`src/rtl/sar_seq_pkg.sv`:
```
package sar_seq_pkg;

    typedef enum logic [2:0] {
        S_IDLE,
        S_ADDR,
        S_SETTLE,
        S_CONV,
        S_REPLAY
    } seq_st_t;

endpackage

```
`src/rtl/sar_chan_decode.sv`:
```
module sar_chan_decode #(
    parameter int N_CH = 8,
    localparam int CW = $clog2(N_CH)
) (
    input  logic            clk,
    input  logic            clr,
    input  logic            latch,
    input  logic [CW:0]     word,
    output logic [N_CH-1:0] pos_sel,
    output logic [N_CH-1:0] neg_sel,
    output logic            neg_com
);

    localparam logic [N_CH-1:0] ONE = {{(N_CH-1){1'b0}}, 1'b1};

    logic [CW-1:0] pch;
    logic [CW-1:0] nch;

    // word = {single flag, odd flag, pair index}
    assign pch = {word[CW-2:0], word[CW-1]};
    assign nch = {word[CW-2:0], ~word[CW-1]};

    always_ff @(posedge clk or posedge clr) begin
        if (clr) begin
            pos_sel <= '0;
            neg_sel <= '0;
            neg_com <= 1'b0;
        end else if (latch) begin
            pos_sel <= ONE << pch;
            if (word[CW]) begin
                neg_sel <= '0;
                neg_com <= 1'b1;
            end else begin
                neg_sel <= ONE << nch;
                neg_com <= 1'b0;
            end
        end
    end


    neg_side_chk: assert property (@(posedge clk) disable iff (clr)
        (pos_sel != '0) |-> ((pos_sel & neg_sel) == '0 &&
            (neg_com ? (neg_sel == '0) : ($countones(neg_sel) == 1))));

endmodule

```
`src/rtl/sar_trial.sv`:
```
module sar_trial #(
    parameter int W = 8,
    localparam int BW = $clog2(W)
) (
    input  logic          clk,
    input  logic          clr,
    input  logic          load,
    input  logic          decide,
    input  logic [BW-1:0] bitpos,
    input  logic          cmp,
    output logic [W-1:0]  trial
);

    localparam logic [W-1:0] TOP = {1'b1, {(W-1){1'b0}}};

    always_ff @(posedge clk or posedge clr) begin
        if (clr) begin
            trial <= '0;
        end else if (load) begin
            trial <= TOP;
        end else if (decide) begin
            trial[bitpos] <= cmp;
            if (bitpos != '0) begin
                trial[bitpos - BW'(1)] <= 1'b1;
            end
        end
    end


    msb_kept_chk: assert property (@(posedge clk) disable iff (clr)
        (decide && bitpos != BW'(W-1)) |=> $stable(trial[W-1]));

endmodule

```
`src/rtl/sar_out_stage.sv`:
```
module sar_out_stage #(
    parameter int W = 8
) (
    input  logic clk,
    input  logic clr,
    input  logic capture,
    input  logic replay_shift,
    input  logic drive,
    input  logic bit_in,
    output logic dout,
    output logic dout_oe
);

    // 9-bit store: decided bits shift in at the bottom, replay shifts down
    logic [W:0] sreg;

    always_ff @(posedge clk or posedge clr) begin
        if (clr) begin
            sreg <= '0;
        end else if (capture) begin
            sreg <= {sreg[W-1:0], bit_in};
        end else if (replay_shift) begin
            sreg <= {1'b0, sreg[W:1]};
        end
    end

    always_ff @(negedge clk or posedge clr) begin
        if (clr) begin
            dout    <= 1'b0;
            dout_oe <= 1'b0;
        end else begin
            dout    <= sreg[0];
            dout_oe <= drive;
        end
    end


    oe_follow_chk: assert property (@(posedge clk) disable iff (clr)
        dout_oe == drive);

endmodule

```
`src/rtl/sar_serial_seq.sv`:
```
module sar_serial_seq
    import sar_seq_pkg::*;
#(
    parameter int RES_BITS = 8,
    parameter int N_CH     = 8
) (
    input  logic                clk,
    input  logic                cs_n,
    input  logic                din,
    input  logic                lsb_hold,
    input  logic                cmp,
    output logic                dout,
    output logic                dout_oe,
    output logic                sars,
    output logic [RES_BITS-1:0] trial,
    output logic [N_CH-1:0]     pos_sel,
    output logic [N_CH-1:0]     neg_sel,
    output logic                neg_com
);

    localparam int CW     = $clog2(N_CH);
    localparam int WORD_N = CW + 1;
    localparam int CNT_W  = $clog2(WORD_N + 1);
    localparam int BW     = $clog2(RES_BITS);

    seq_st_t          st;
    seq_st_t          st_nx;
    logic [CNT_W-1:0] cnt;
    logic [BW-1:0]    bitpos;
    logic [CW:0]      word;
    logic             latch;
    logic             decide;
    logic             replay_shift;
    logic             drive;
    logic             last_word_bit;

    assign last_word_bit = (cnt == CNT_W'(WORD_N - 1));

    // state register and sequencing counters
    always_ff @(posedge clk or posedge cs_n) begin
        if (cs_n) begin
            st     <= S_IDLE;
            cnt    <= '0;
            bitpos <= '0;
            word   <= '0;
        end else begin
            st <= st_nx;
            if (st == S_ADDR) begin
                word <= {word[CW-1:0], din};
                cnt  <= cnt + CNT_W'(1);
            end
            if (latch) begin
                bitpos <= BW'(RES_BITS - 1);
            end else if (decide && bitpos != '0) begin
                bitpos <= bitpos - BW'(1);
            end
        end
    end

    // transitions
    always_comb begin
        st_nx = st;
        unique case (st)
            S_IDLE:   if (din) st_nx = S_ADDR;
            S_ADDR:   if (last_word_bit) st_nx = S_SETTLE;
            S_SETTLE: st_nx = S_CONV;
            S_CONV:   if (bitpos == '0) st_nx = S_REPLAY;
            S_REPLAY: st_nx = S_REPLAY;
            default:  st_nx = S_IDLE;
        endcase
    end

    // state decodes
    always_comb begin
        latch        = 1'b0;
        decide       = 1'b0;
        replay_shift = 1'b0;
        drive        = 1'b0;
        sars         = 1'b0;
        unique case (st)
            S_IDLE:   ;
            S_ADDR:   latch = last_word_bit;
            S_SETTLE, S_CONV: begin
                decide = 1'b1;
                drive  = 1'b1;
                sars   = 1'b1;
            end
            S_REPLAY: begin
                drive        = 1'b1;
                replay_shift = ~lsb_hold;
            end
            default:  ;
        endcase
    end

    sar_chan_decode #(.N_CH(N_CH)) u_dec (
        .clk     (clk),
        .clr     (cs_n),
        .latch   (latch),
        .word    ({word[CW-1:0], din}),
        .pos_sel (pos_sel),
        .neg_sel (neg_sel),
        .neg_com (neg_com)
    );

    sar_trial #(.W(RES_BITS)) u_trial (
        .clk    (clk),
        .clr    (cs_n),
        .load   (latch),
        .decide (decide),
        .bitpos (bitpos),
        .cmp    (cmp),
        .trial  (trial)
    );

    sar_out_stage #(.W(RES_BITS)) u_out (
        .clk          (clk),
        .clr          (cs_n),
        .capture      (decide),
        .replay_shift (replay_shift),
        .drive        (drive),
        .bit_in       (cmp),
        .dout         (dout),
        .dout_oe      (dout_oe)
    );


    sars_drive_chk: assert property (@(posedge clk) disable iff (cs_n)
        sars |-> dout_oe);


    pos_onehot_chk: assert property (@(posedge clk) disable iff (cs_n)
        sars |-> ($countones(pos_sel) == 1));


    sel_stable_chk: assert property (@(posedge clk) disable iff (cs_n)
        (st == S_CONV || st == S_REPLAY) |=>
            ($stable(pos_sel) && $stable(neg_sel) && $stable(neg_com)));


    lsb_hold_chk: assert property (@(posedge clk) disable iff (cs_n)
        (st == S_REPLAY && lsb_hold) |=> $stable(dout));

endmodule

```
`config.mk`:
```
export PLATFORM = sky130hd
export DESIGN_NAME = sar_serial_seq
export DESIGN_NICKNAME = d
export VERILOG_FILES = /design/src/rtl/sar_seq_pkg.sv /design/src/rtl/sar_chan_decode.sv /design/src/rtl/sar_trial.sv /design/src/rtl/sar_out_stage.sv /design/src/rtl/sar_serial_seq.sv
export SDC_FILE = /design/constraint.sdc
export NUM_CORES = 1
export LEC_CHECK = 0
export ABC_AREA = 1
export ABC_CLOCK_PERIOD_IN_PS = 1570
export CAP_MARGIN = 20
export CORE_MARGIN = 1
export CORE_UTILIZATION = 57
export CTS_BUF_LIST = sky130_fd_sc_hd__clkbuf_16
export CTS_CLUSTER_SIZE = 24
export DETAILED_ROUTE_END_ITERATION = 7
export DONT_BUFFER_PORTS = 1
export HOLD_SLACK_MARGIN = 0.02
export PLACE_DENSITY = 0.75
export SYNTH_ARGS = -nofsm -noshare
export SYNTH_HDL_FRONTEND = slang
export SYNTH_HIERARCHICAL = 1
export SYNTH_SLANG_ARGS = --single-unit
```
`constraint.sdc`:
```
create_clock -name clk -period 1.57 [get_ports clk]
set_clock_uncertainty 0.05 [all_clocks]
set_input_delay 0.2355 -clock clk [delete_from_list [all_inputs] [get_ports clk]]
set_output_delay 0.2355 -clock clk [all_outputs]
set_load 0.01 [all_outputs]
```
==> impl.org, run 1 <==
** Run status
- The run finished, with violations left.
- The checks that failed: negative setup slack.

** Cells and area
- Most frequent cells in the layout :: sky130_fd_sc_hd__nand2_1, sky130_fd_sc_hd__dfrtp_1, sky130_fd_sc_hd__nand3_1
- The library cell used most frequently in the layout, excluding fill and tap cells, is sky130_fd_sc_hd__nand2_1.
- Nets :: 392
- Area of all placed cells without fillers :: 3400 um^2
- For this run, the number of standard cells in the final layout without fillers is 432.
- Final Core Density :: 0.821
- Fraction of layout cells with a size suffix above 1 :: 0.340
- The repair_antennas step left the layout with diodes totalling 0.
- Number of filler instances in the final layout :: 238
- Area added between synthesis and finish :: 33.7%

** GRT
- Global-route wire length before repair :: 9.47 mm
- The number of antenna violations at the first check in global routing came to 0.
- Combined global-route utilization of all metal layers :: 0.277
- Via count of the first global-routing pass :: 2,076
- Maximum number of pins on one net before global-route repair :: 18
- Global-route congestion overflow total :: 0

** STA
- Final-report setup violation count :: 29
- Slew at the pin with the worst max-slew slack :: 0.633 ns
- After layout, the worst setup slack is -0.283 ns.
- Final hold analysis gives a worst-case slack of 0.0558 ns.
- Max-slew headroom at the worst pin :: 0.578
- Final Hold Fails :: 0
- RSZ-0062 raised after global routing :: true
- Final setup TNS :: -4.85 ns
- The max-slew violation count came to 0.

** Yosys
- In this run, synthesis produced a sequential element count of 48.
- Netlist area before placement :: 2540 um^2
- Averaged over all synthesized cells, the footprint is 7.62 um^2.
- Number of cells produced by synthesis :: 334
- Yosys warning count :: 6
- Syn Nets :: 345
- Counting distinct cell types in the post-synthesis netlist gives 27.
- The share of the Yosys chip area taken by registers is 0.472.

** Clocking
- TritonCTS clock tree :: built
- Root buffer cell :: sky130_fd_sc_hd__clkbuf_16
- In this run the deepest clock path goes through 2 buffers.
- The tree built by TritonCTS fans out to 48 sinks.
- Clock transition at the register clock pins on the worst setup and hold paths after CTS :: 0.06 ns
- Latest clock arrival within the worst-skew pair :: 0.29 ns
- CTS built an H-tree with a depth of 2.
- Clock buffers created by TritonCTS :: 5

** Floorplanning
- Core area :: 4140 um^2
- Die Area :: 4740 um^2
- 33 I/O pins were placed.
- The initial utilization of the core area, before any placement, comes to 0.614.
- The die is 68.8 um wide.
- Height of the die :: 68.8 um
- After floorplanning, the core was divided into 23 placement rows.

** Worst setup path
- Delay contributed by the slowest stage of the critical path :: 0.43 ns
- Startpoint of the lowest-slack register-to-register path :: st[0]$_DFFE_PP0P_
- Startpoint class of the critical path :: flip-flop
- Of all nets on the critical path, the largest fanout is 4.
- Worst setup path class :: flip-flop to flip-flop
- At the worst endpoint, the required time is 0.88 ns.
- Slowest CP cell :: sky130_fd_sc_hd__dfrtp_2
- The worst setup path is captured at a flip-flop.
- The critical path goes through inv_2 > buf_4 > nand3_4 > nand2_2 > inv_2 > nand2_1.
- Launch point of the worst path :: st[0]$_DFFE_PP0P_
- Counting stages on the worst path, the most repeated cell is sky130_fd_sc_hd__inv_2.
- Arrival time worst endpoint :: 1.17 ns

** Drt
- The final layout contains routed wiring with a total length of 7.06 mm.
- Summing over every cut layer, the via total after detailed routing is 2,437.
- Wire per inst :: 16.4 um
- For this run, design rule violations remaining after detail routing come to 0.
- The first routing iteration left 374 violations.
- Count of antenna-violating nets left after detailed routing :: 0
- Using the TritonRoute via totals, the vias-per-cell ratio works out to 5.64.
- The pre-antenna-repair detailed-routing pass consisted of 4 iterations.

** Placement
- Placed wire-length estimate :: 3.76 mm
- Instance area after placement :: 2790 um^2
- Placed instance count :: 406
- At the end of routability-driven placement, the weighted congestion stood at 0.874.
- # port buffers :: 0

** Job
- Across the run, the number of max-cap violations was 0.

** Power
- Peak ir drop on the vdd network :: 0.685 mV
- In this run the static leakage power is 0.00172 uW.
- Power density cells :: 740 nW/um^2

** Worst hold path
- The tightest min-delay check is of the input pin to flip-flop type.
- Hold path startpoint :: cmp
-- metrics by stage --
stage / total power, uW / worst slack (ns)
2_1_floorplan: 1300 / -0.121
3_3_place_gp: 1310 / -0.111
3_5_place_dp: 1310 / -0.186
4_1_cts: 2530 / -0.252
5_1_grt: 2590 / -0.323
6_report: 2520 / -0.283
-- path summary, 6_finish.rpt --
path                                              to  slack, ns  cells past startpoint
setup / recovery             u_out/dout_oe$_DFF_NP0_      -0.28                      6
hold / removal             u_out/sreg[0]$_DFFE_PP0P_       0.06                      2
setup reg to reg             u_out/dout_oe$_DFF_NP0_      -0.28                      6
hold reg to reg                   cnt[1]$_DFFE_PP0N_       0.44                      2
max in group asynchronous       u_out/dout$_DFF_NP0_       0.16                      2
min in group asynchronous  u_out/sreg[7]$_DFFE_PP0P_       0.39                      2
-- power by group --
part,switching (uW),internal (uW)
registers,1.87,1240
clock network,464,748
logic,50.0,15.9
total,516,2000
-- synth_stat cells (all sizes together) --
master  number  area share
clkinv       2      0.0049
o21bai       1      0.0030
nor2        18       0.048
a21oi        2      0.0069
dfrtp       46        0.45
ha           6       0.029
o21ai        6       0.012
buf          5       0.017
nor3         1      0.0020
nand2      163        0.25
xnor2        1      0.0034
dfrtn        2       0.020
nand3b       2      0.0059
nand3       39       0.081
a21o         1      0.0034
inv         36       0.053
nand4        3      0.0074
-- repair_timing --
item,CTS,global route
setup buffers,9,10
endpoints found under the hold margin,46,0
hold buffers,1,0
endpoints found under the setup margin,34,44
gates cloned,0,0
pin swaps,19,21
resized for setup,28,60
-- routing by layer --
layer  track usage  vias to the layer above  wire (um)
met5             0                        -          0
met4         0.112                        0        247
met3        0.0691                       30        529
met2         0.477                      131       3530
met1         0.330                     1151       2760
li1              -                     1125          -
-- flip-flops by register name (all words and copies together), names as in the netlist --
register	cells
u_out/sreg	9
u_dec/neg_sel	8
u_dec/pos_sel	8
u_trial/trial	8
bitpos	3
cnt	3
st	3
word	3
u_dec/neg_com	1
u_out/dout	1
u_out/dout_oe	1
-- critical path, delay by kind of cell, from the launching register on --
family | cells | cell delay [ns]
buf+inv | 3 | 0.26
simple gates | 3 | 0.18
flops | 1 | 0.43
-- layout make-up --
class	count	area, um^2	area share
multi-input cells	243	1370	0.404
well taps	50	62.6	0.0184
repair buffers	45	420	0.124
clock inverters	3	42.5	0.0125
flip-flops and latches	48	1200	0.354
inverters	38	174	0.0511
clock buffers	5	125	0.0368
-- logic make-up (layout without fill, tap and decap cells) --
family,after synthesis,in the layout,synth area share
compound gates,10,10,0.0251
xor+xnor,1,1,0.00344
fa+ha+maj,6,6,0.0295
buf+inv,43,91,0.0747
flops,48,48,0.472
simple gates,226,226,0.395
No activity file was read; power rests on OpenSTA's default activity.
==> run 2: changes to the inputs <==
--- a/config.mk
+++ b/config.mk
@@ -5,17 +5,16 @@
 export SDC_FILE = /design/constraint.sdc
 export NUM_CORES = 1
 export LEC_CHECK = 0
-export ABC_AREA = 1
 export ABC_CLOCK_PERIOD_IN_PS = 1570
 export CAP_MARGIN = 20
 export CORE_MARGIN = 1
-export CORE_UTILIZATION = 57
+export CORE_UTILIZATION = 56
 export CTS_BUF_LIST = sky130_fd_sc_hd__clkbuf_16
 export CTS_CLUSTER_SIZE = 24
 export DETAILED_ROUTE_END_ITERATION = 7
 export DONT_BUFFER_PORTS = 1
 export HOLD_SLACK_MARGIN = 0.02
-export PLACE_DENSITY = 0.75
+export PLACE_DENSITY = 0.74
 export SYNTH_ARGS = -nofsm -noshare
 export SYNTH_HDL_FRONTEND = slang
 export SYNTH_HIERARCHICAL = 1
==> impl.org, run 2 <==
** Yosys
- Synthesized flop and latch total :: 48 (unchanged)
- The synthesized design spends more area on one cell type than any other, namely sky130_fd_sc_hd__dfrtp_1.
- The count of flip-flops with a built-in enable after synthesis is 0 (unchanged).
- The post-synthesis area per instance came to 10.4 um^2 (+37%).
- Netlist area before placement :: 2470 um^2 (-3.0%)
- Syn Nets :: 248 (-28%)
- The count of distinct cell types in the synthesized netlist is 52 (+93%).
- Library cell with the highest instance count after synthesis :: sky130_fd_sc_hd__dfrtp_1
- The post-synthesis sequential area ratio came to 0.487 (+0.0146).
- Yosys warning count :: 6 (unchanged)
- Share of flip-flops with an asynchronous set or reset after synthesis :: 1.00 (unchanged)
- Top cell types by occurrence after synthesis :: sky130_fd_sc_hd__dfrtp_1, sky130_fd_sc_hd__inv_1, sky130_fd_sc_hd__nand2_1
- The share of the synthesized area in the top cell type was 0.466 (+0.0140).
- Number of cells produced by synthesis :: 237 (-29%)
- The most used flip-flop cell after synthesis is sky130_fd_sc_hd__dfrtp_1.
- Main area contributors after synthesis :: sky130_fd_sc_hd__dfrtp_1, sky130_fd_sc_hd__mux2i_1, sky130_fd_sc_hd__ha_1, sky130_fd_sc_hd__inv_1, sky130_fd_sc_hd__nand2_1

** GRT
- Maximum number of pins on one net before global-route repair :: 24 (+6)
- Via count of the first global-routing pass :: 1,877 (-9.6%)
- Global-route congestion overflow total :: 0 (unchanged)
- Met1 usage :: 0.324 (-0.00603)
- The overall fraction of global-route tracks in use is 0.268 (-0.00867).
- In this run the most used layer during global routing was met2.
- The met3 global-route usage was 0.0767 (+0.00759).
- The number of antenna violations at the first check in global routing is 0 (unchanged).
- Global-route wire length before repair :: 8.93 mm (-5.7%)
- M2 GR Usage :: 0.453 (-0.0233)

** Power
- Peak ir drop on the vdd network :: 0.595 mV (-13%)
- Power density cells :: 790 nW/um^2 (+6.8%)
- Leak :: 0.00146 uW (-15%)
- The post-layout total power came to 2570 uW (+2.1%).

** Worst setup path
- The signal arrival time at the worst endpoint is 1.55 ns (+0.38 ns).
- The required time of the worst setup path came to 1.28 ns (+0.40 ns).
- Flop2flop setup slack :: -0.15 ns (+0.13 ns)
- The worst setup path is captured at an output pin.
- Startpoint of the lowest-slack register-to-register path :: st[1]$_DFFE_PP0P_
- The highest net fanout along the worst path is 1 (-3).
- STA classifies the critical path startpoint as a flip-flop.
- By startpoint and endpoint, the worst setup path is classified as flip-flop to output pin.
- The endpoint identified for the worst register-to-register timing path is u_dec/neg_sel[2]$_DFFE_PP0P_.
- The worst reg-to-reg path cell count was 6 (unchanged).

** Floorplanning
- Die width :: 68.4 um (-0.62%)
- Die Area :: 4680 um^2 (-1.2%)
- The y dimension of the die came to 68.4 um (-0.62%).
- Core area :: 4120 um^2 (-0.69%)
- I/O pin count :: 33 (unchanged)
- The starting utilization of the core area is 0.600 (-0.0143).
- Number of placement rows :: 23 (unchanged)

** Drt
- The overall routed net length was 6.14 mm (-13%).
- Via total after detailed routing :: 1,985 (-19%)
- Wire per inst :: 19.0 um (+16%)
- Count of antenna-violating nets left after detailed routing :: 0 (unchanged)
- The initial DRC count was 201 (-46%).
- The average via count per standard cell is 6.15 (+8.9%).
- # DRC :: 0 (unchanged)
- The number of iterations in the first detailed-routing pass came to 4 (unchanged).

** Worst hold path
- The cell count of the worst hold path is 2 (unchanged).
- The path class of the tightest hold or removal check is input pin to flip-flop.
- For hold timing, the worst endpoint is u_out/sreg[0]$_DFFE_PP0P_.
- Hold path startpoint :: cmp

** Cells and area
- The area growth from synthesis to layout is 31.8%.
- The multi-input combinational cell area came to 1320 um^2 (-3.9%).
- Ranked by flip-flop count, first place goes to u_out/sreg.
- The library cell used most frequently in the layout, excluding fill and tap cells, is sky130_fd_sc_hd__dfrtp_1.
- Fraction of layout cells with a size suffix above 1 :: 0.388 (+0.0480)
- The count of inserted antenna diode cells was 0 (unchanged).
- Number of filler instances in the final layout :: 253 (+6.3%)
- The flip-flop and latch area was 1200 um^2 (-0.10%).
- Leaving out fill and tap cells, the most frequent cells in the layout are sky130_fd_sc_hd__dfrtp_1, sky130_fd_sc_hd__buf_4, sky130_fd_sc_hd__nand2_1, sky130_fd_sc_hd__inv_1, sky130_fd_sc_hd__nor2_1.
- Flip-flop count of the largest register after layout :: 9 (unchanged)
- Non-filler cells, final :: 323 (-25%)
- Nets :: 283 (-28%)

** STA
- The measured slew at the worst slew-check pin came to 0.643 ns (+0.00982 ns).
- Hold Slack :: 0.0505 ns (-0.00533 ns)
- The max-slew violation count is 0 (unchanged).
- The worst-case setup margin in the final layout is -0.268 ns (+0.0154 ns).
- Setup repair after global routing could not meet its margin everywhere.
- Final-report setup violation count :: 28 (-3.4%)
- The final hold violation count is 0 (unchanged).
- Max-slew headroom at the worst pin :: 0.571 (-0.00655)

** Clocking
- Clock tree synthesis selected as its root buffer the cell sky130_fd_sc_hd__clkbuf_16.
- The clock-pin slew on the worst setup and hold paths was 0.06 ns (about the same).
- Clock buffers created by TritonCTS :: 5 (unchanged)
- The clock sink count is 48 (unchanged).
- TritonCTS built the clock tree.
- Total number of H-tree levels :: 2 (unchanged)
- The insertion delay to the later sink of the worst-skew pair was 0.28 ns (about the same).
- The maximum root-to-sink buffer count is 2 (unchanged).

** Placement
- The weighted congestion reported at the end of routability-driven placement came to 0.781 (-11%).
- The estimated wirelength of the detail-placed design is 3.51 mm (-6.8%).
- # port buffers :: 0 (unchanged)
- Placed instance count :: 304 (-25%)

** Job
- Number of maximum-capacitance violations :: 0 (unchanged)

** Run status
- Failing checks :: negative setup slack
- Result of the run :: finished, violations left
[run 2: metrics by stage]
| step | setup WS, ns | TNS (ns) | cell area, um^2 | utilization |
|---|---|---|---|---|
| finish | -0.268 | -1.95 | 3250 | 0.791 |
| global route | -0.294 | -3.57 | 3250 | 0.791 |
| CTS | -0.273 | -0.790 | 3040 | 0.739 |
| detailed placement | -0.104 | -1.26 | 2710 | 0.659 |
| global placement | -0.0730 | -0.575 | 2710 | 0.659 |
| floorplan | -0.177 | -0.658 | 2540 | - |
[run 2: area by class of cell]
cell class,count,area share
clock buffer,5,0.0385
clock inverter,3,0.0119
multi-input combinational,154,0.406
tap,50,0.0192
timing repair inverter,3,0.0127
timing repair buffer,40,0.116
inverter,20,0.0262
sequential,48,0.370
[run 2: power by group]
group	total (uW)	leakage [uW]	switching [uW]	internal [uW]
clock network	1180	0.0000850	437	742
logic	100	0.000740	56.1	44.1
registers	1290	0.000631	31.4	1260
[run 2: logic make-up after synthesis]
family / share of synthesized area
multiplexers: 0.0634
flip-flops: 0.487
buffers and inverters: 0.0760
AO/OA/AOI/OAI: 0.166
XOR/XNOR: 0.00710
adder cells (fa/ha/maj): 0.0304
AND/OR/NAND/NOR: 0.171
[run 2: layer usage]
metal	share of wire	wire length, um
met1	0.41	2520
met2	0.50	3070
met4	0.024	145
met3	0.065	398
met5	0	0
[run 2: how the worst max path moves through the flow]
stage	startpoint	to	slack (ns)	cells past startpoint
finish	u_out/dout_oe$_DFF_NP0_	dout_oe	-0.27	0
global route	u_out/dout_oe$_DFF_NP0_	dout_oe	-0.29	0
CTS	u_out/dout_oe$_DFF_NP0_	dout_oe	-0.27	0
detailed placement	st[1]$_DFFE_PP0P_	u_dec/neg_sel[5]$_DFFE_PP0P_	-0.10	6
global placement	st[1]$_DFFE_PP0P_	u_dec/neg_sel[2]$_DFFE_PP0P_	-0.07	6
floorplan	st[1]$_DFFE_PP0P_	u_out/dout_oe$_DFF_NP0_	-0.18	3
[run 2: timing repair]
item                       CTS  global route
hold buffers                 2             0
hold endpoints to repair    48             0
cloned                       2             2
resized for setup           22            37
setup buffers                3             2
setup endpoints to repair   26            36
pin swaps                   11             5
==> run 3: changes to the inputs <==
--- a/config.mk
+++ b/config.mk
@@ -6,7 +6,6 @@
 export NUM_CORES = 1
 export LEC_CHECK = 0
 export ABC_CLOCK_PERIOD_IN_PS = 1570
-export CAP_MARGIN = 20
 export CORE_MARGIN = 1
 export CORE_UTILIZATION = 56
 export CTS_BUF_LIST = sky130_fd_sc_hd__clkbuf_16
@@ -17,5 +16,4 @@
 export PLACE_DENSITY = 0.74
 export SYNTH_ARGS = -nofsm -noshare
 export SYNTH_HDL_FRONTEND = slang
-export SYNTH_HIERARCHICAL = 1
 export SYNTH_SLANG_ARGS = --single-unit
==> impl.org, run 3 <==
** Floorplanning
- I/O pin count :: 33 (unchanged)
- The starting utilization of the core area is 0.595 (-0.00527).
- The core area is 3720 um^2 (-9.7%).
- The width of the die is 64.8 um (-5.2%).
- Number of placement rows :: 22 (-4.3%)
- The y dimension of the die came to 64.8 um (-5.2%).
- Die Area :: 4200 um^2 (-10%)

** Run status
- Result of the run :: finished, violations left
- Failing checks :: negative setup slack

** STA
- Final Hold Fails :: 0 (unchanged)
- The total negative slack for setup checks was -2.33 ns (-0.378 ns).
- The measured slew at the worst slew-check pin is 0.566 ns (-0.0768 ns).
- Setup repair after global routing could not meet its margin everywhere.
- The number of setup violations in the final report is 30 (+7.1%).
- The worst hold slack across all endpoints came to 0.0573 ns (+0.00679 ns).
- The max-slew headroom at the worst pin is 0.623 (+0.0516).
- The worst-case setup margin in the final layout was -0.257 ns (+0.0110 ns).
- Number of slew-limit violations in the final report :: 0 (unchanged)

** Drt
- The routed length on met3 came to 425 um (+6.8%).
- Via total after detailed routing :: 2,018 (+1.7%)
- The number of iterations in the first detailed-routing pass was 4 (unchanged).
- The average via count per standard cell is 6.49 (+5.6%).
- Top layer reached by signal wires :: met4
- Met1 Wirelength :: 2.64 mm (+4.4%)
- DRC violation total after the first TritonRoute iteration :: 253 (+26%)
- Wire per inst :: 21.7 um (+14%)
- The remaining routing DRC violations came to 0 (unchanged).
- The overall routed net length is 6.75 mm (+9.9%).
- Count of antenna-violating nets left after detailed routing :: 0 (unchanged)
- The met2 layer wire length in the routed design was 3.46 mm (+13%).

** Yosys
- The flip-flop and latch count after synthesis came to 48 (unchanged).
- Synth top area share :: 0.521 (+0.0547)
- Yosys warning count :: 0 (-6)
- Netlist area before placement :: 2210 um^2 (-10%)
- Syn Nets :: 232 (-6.5%)
- Post-synthesis cell type count :: 39 (-25%)
- The post-synthesis area per instance is 9.91 um^2 (-4.9%).
- By area the synthesized netlist is led by sky130_fd_sc_hd__dfrtp_1, sky130_fd_sc_hd__nand2_1, sky130_fd_sc_hd__o31ai_1, sky130_fd_sc_hd__o21ai_0, sky130_fd_sc_hd__nand3_1.
- Most frequently used flop master after synthesis :: sky130_fd_sc_hd__dfrtp_1
- Top cell types by occurrence after synthesis :: sky130_fd_sc_hd__dfrtp_1, sky130_fd_sc_hd__nand2_1, sky130_fd_sc_hd__nor2_1
- Cell type contributing the most total cell area after synthesis :: sky130_fd_sc_hd__dfrtp_1
- The async set or reset register ratio after synthesis came to 1.00 (unchanged).
- sky130_fd_sc_hd__dfrtp_1 is the most common cell in the netlist.
- The post-synthesis sequential area ratio was 0.544 (+0.0570).
- Number of synthesized flops with an enable pin :: 0 (unchanged)
- Number of cells produced by synthesis :: 223 (-5.9%)

** Cells and area
- The multi-input combinational cell area is 1210 um^2 (-8.1%).
- The library cells used most frequently in the layout, excluding fill and tap cells, are sky130_fd_sc_hd__dfrtp_1, sky130_fd_sc_hd__nand2_1, sky130_fd_sc_hd__buf_4.
- The count of inserted antenna diode cells is 0 (unchanged).
- The ratio of cells with drive above 1 in the final layout is 0.414 (+0.0262).
- Nets :: 271 (-4.2%)
- Area added between synthesis and finish :: 43.4%
- Most frequent standard cell in the layout excluding fill and tap cells :: sky130_fd_sc_hd__dfrtp_1
- The fill cell instance count of the final layout was 165 (-35%).
- Flip-flop count of the largest register after layout :: 9 (unchanged)
- Non-filler cells, final :: 311 (-3.7%)
- Area taken by flip-flops and latches :: 1200 um^2 (-0.10%)
- Register with the highest flop count :: u_out.sreg

** Clocking
- The maximum root-to-sink buffer count came to 2 (unchanged).
- The H-tree depth was 2 (unchanged).
- The clock sink count came to 48 (unchanged).
- The number of clock buffers inserted by TritonCTS was 5 (unchanged).
- Root buffer cell :: sky130_fd_sc_hd__clkbuf_16
- Latest clock arrival within the worst-skew pair :: 0.29 ns (about the same)
- The clock-pin slew on the worst setup and hold paths is 0.06 ns (about the same).
- TritonCTS built the clock tree.

** Worst setup path
- Arrival time worst endpoint :: 1.54 ns (about the same)
- Worst setup path class :: flip-flop to output pin
- Crit Path Max Fanout :: 1 (unchanged)
- Kind of end point of the critical path :: output pin
- Startpoint class of the critical path :: flip-flop
- Worst path required time :: 1.28 ns (about the same)

** Placement
- # port buffers :: 0 (unchanged)
- Placed wire-length estimate :: 3.23 mm (-7.9%)
- Gp weighted congestion :: 0.862 (+10%)
- The placed cell count is 279 (-8.2%).
- Worst slack at placement :: -0.227 ns (-0.123 ns)

** GRT
- Number of antenna violations at the first check in global routing :: 0 (unchanged)
- The overall fraction of global-route tracks in use came to 0.269 (+0.000908).
- Global-route wire length before repair :: 8.53 mm (-4.5%)
- Maximum number of pins on one net before global-route repair :: 30 (+25%)
- The via count of the first global-routing pass came to 1,908 (+1.7%).
- Global-route congestion overflow total :: 0 (unchanged)

** Worst hold path
- The tightest min-delay check is of the input pin to flip-flop type.

** Power
- The total power density per cell area is 811 nW/um^2 (+2.6%).
- The maximum vdd drop came to 0.789 mV (+33%).
- Pwr Total :: 2570 uW (about the same)
- The total leakage power came to 0.00144 uW (-0.98%).

** Job
- Number of maximum-capacitance violations :: 0 (unchanged)
==> run 3: cell count changes after synthesis, moves of 6 or more <==
cell,change
sky130_fd_sc_hd__a31o_2,-6
sky130_fd_sc_hd__clkbuf_1,+6
sky130_fd_sc_hd__inv_1,-12
sky130_fd_sc_hd__mux2i_1,-7
sky130_fd_sc_hd__nand2_1,+18
sky130_fd_sc_hd__nand3_1,+12
sky130_fd_sc_hd__nor2b_1,-9
sky130_fd_sc_hd__o21ai_0,+8
sky130_fd_sc_hd__o21ai_1,-8
sky130_fd_sc_hd__o31ai_1,+9
==> run 3: layout make-up <==
cell class / count / share of cell area
clock inverters: 3 / 0.00592
repair buffers: 45 / 0.158
inverters: 8 / 0.0146
multi-input cells: 154 / 0.383
flip-flops and latches: 48 / 0.380
well taps: 48 / 0.0190
clock buffers: 5 / 0.0395
==> run 3: metrics by stage <==
stage | util | instance area [um^2]
3_3_place_gp | 0.645 | 2400
5_1_grt | 0.853 | 3170
6_report | 0.853 | 3170
2_1_floorplan | - | 2250
3_5_place_dp | 0.645 | 2400
4_1_cts | 0.729 | 2710
==> run 3: path summary, 6_finish.rpt <==
| check | end | start | slack (ns) | cells after the start |
|---|---|---|---|---|
| worst max-delay path | dout_oe | u_out.dout_oe$_DFF_NP0_ | -0.26 | 0 |
| worst max register to register | u_out.dout_oe$_DFF_NP0_ | st[1]$_DFFE_PP0P_ | -0.21 | 3 |
| max in group asynchronous | u_out.dout$_DFF_NP0_ | cs_n | 0.38 | 2 |
| worst min-delay path | word[0]$_DFFE_PP0P_ | din | 0.06 | 1 |
| worst min register to register | u_out.sreg[1]$_DFFE_PP0P_ | u_out.sreg[0]$_DFFE_PP0P_ | 0.48 | 2 |
| min in group asynchronous | u_out.sreg[2]$_DFFE_PP0P_ | cs_n | 0.53 | 3 |
==> run 3: kinds of logic after synthesis <==
| group | count (synthesis) | share of synthesized area |
|---|---|---|
| fa+ha+maj | 4 | 0.0227 |
| compound gates | 55 | 0.166 |
| simple gates | 87 | 0.185 |
| buf+inv | 21 | 0.0447 |
| xor+xnor | 1 | 0.00396 |
| flops | 48 | 0.544 |
| mux | 7 | 0.0340 |
==> run 3: report_power, final <==
group          switching, uW  internal (uW)  total [uW]
Sequential              77.6           1290        1370
Clock                    451            587        1040
Combinational           89.4           70.1         159
Total                    618           1950        2570
==> run 3: what timing repair did <==
action,CTS,global route
hold buffers,2,0
pin swaps,3,17
setup endpoints to repair,38,26
endpoints found under the hold margin,48,0
buffers inserted,5,12
gates resized for setup,20,66
cloned,1,5
==> run 3: layer usage <==
layer	up-vias	track usage
met3	29	0.0757
met4	0	0.147
met1	1016	0.310
li1	883	-
met2	90	0.449
met5	-	0
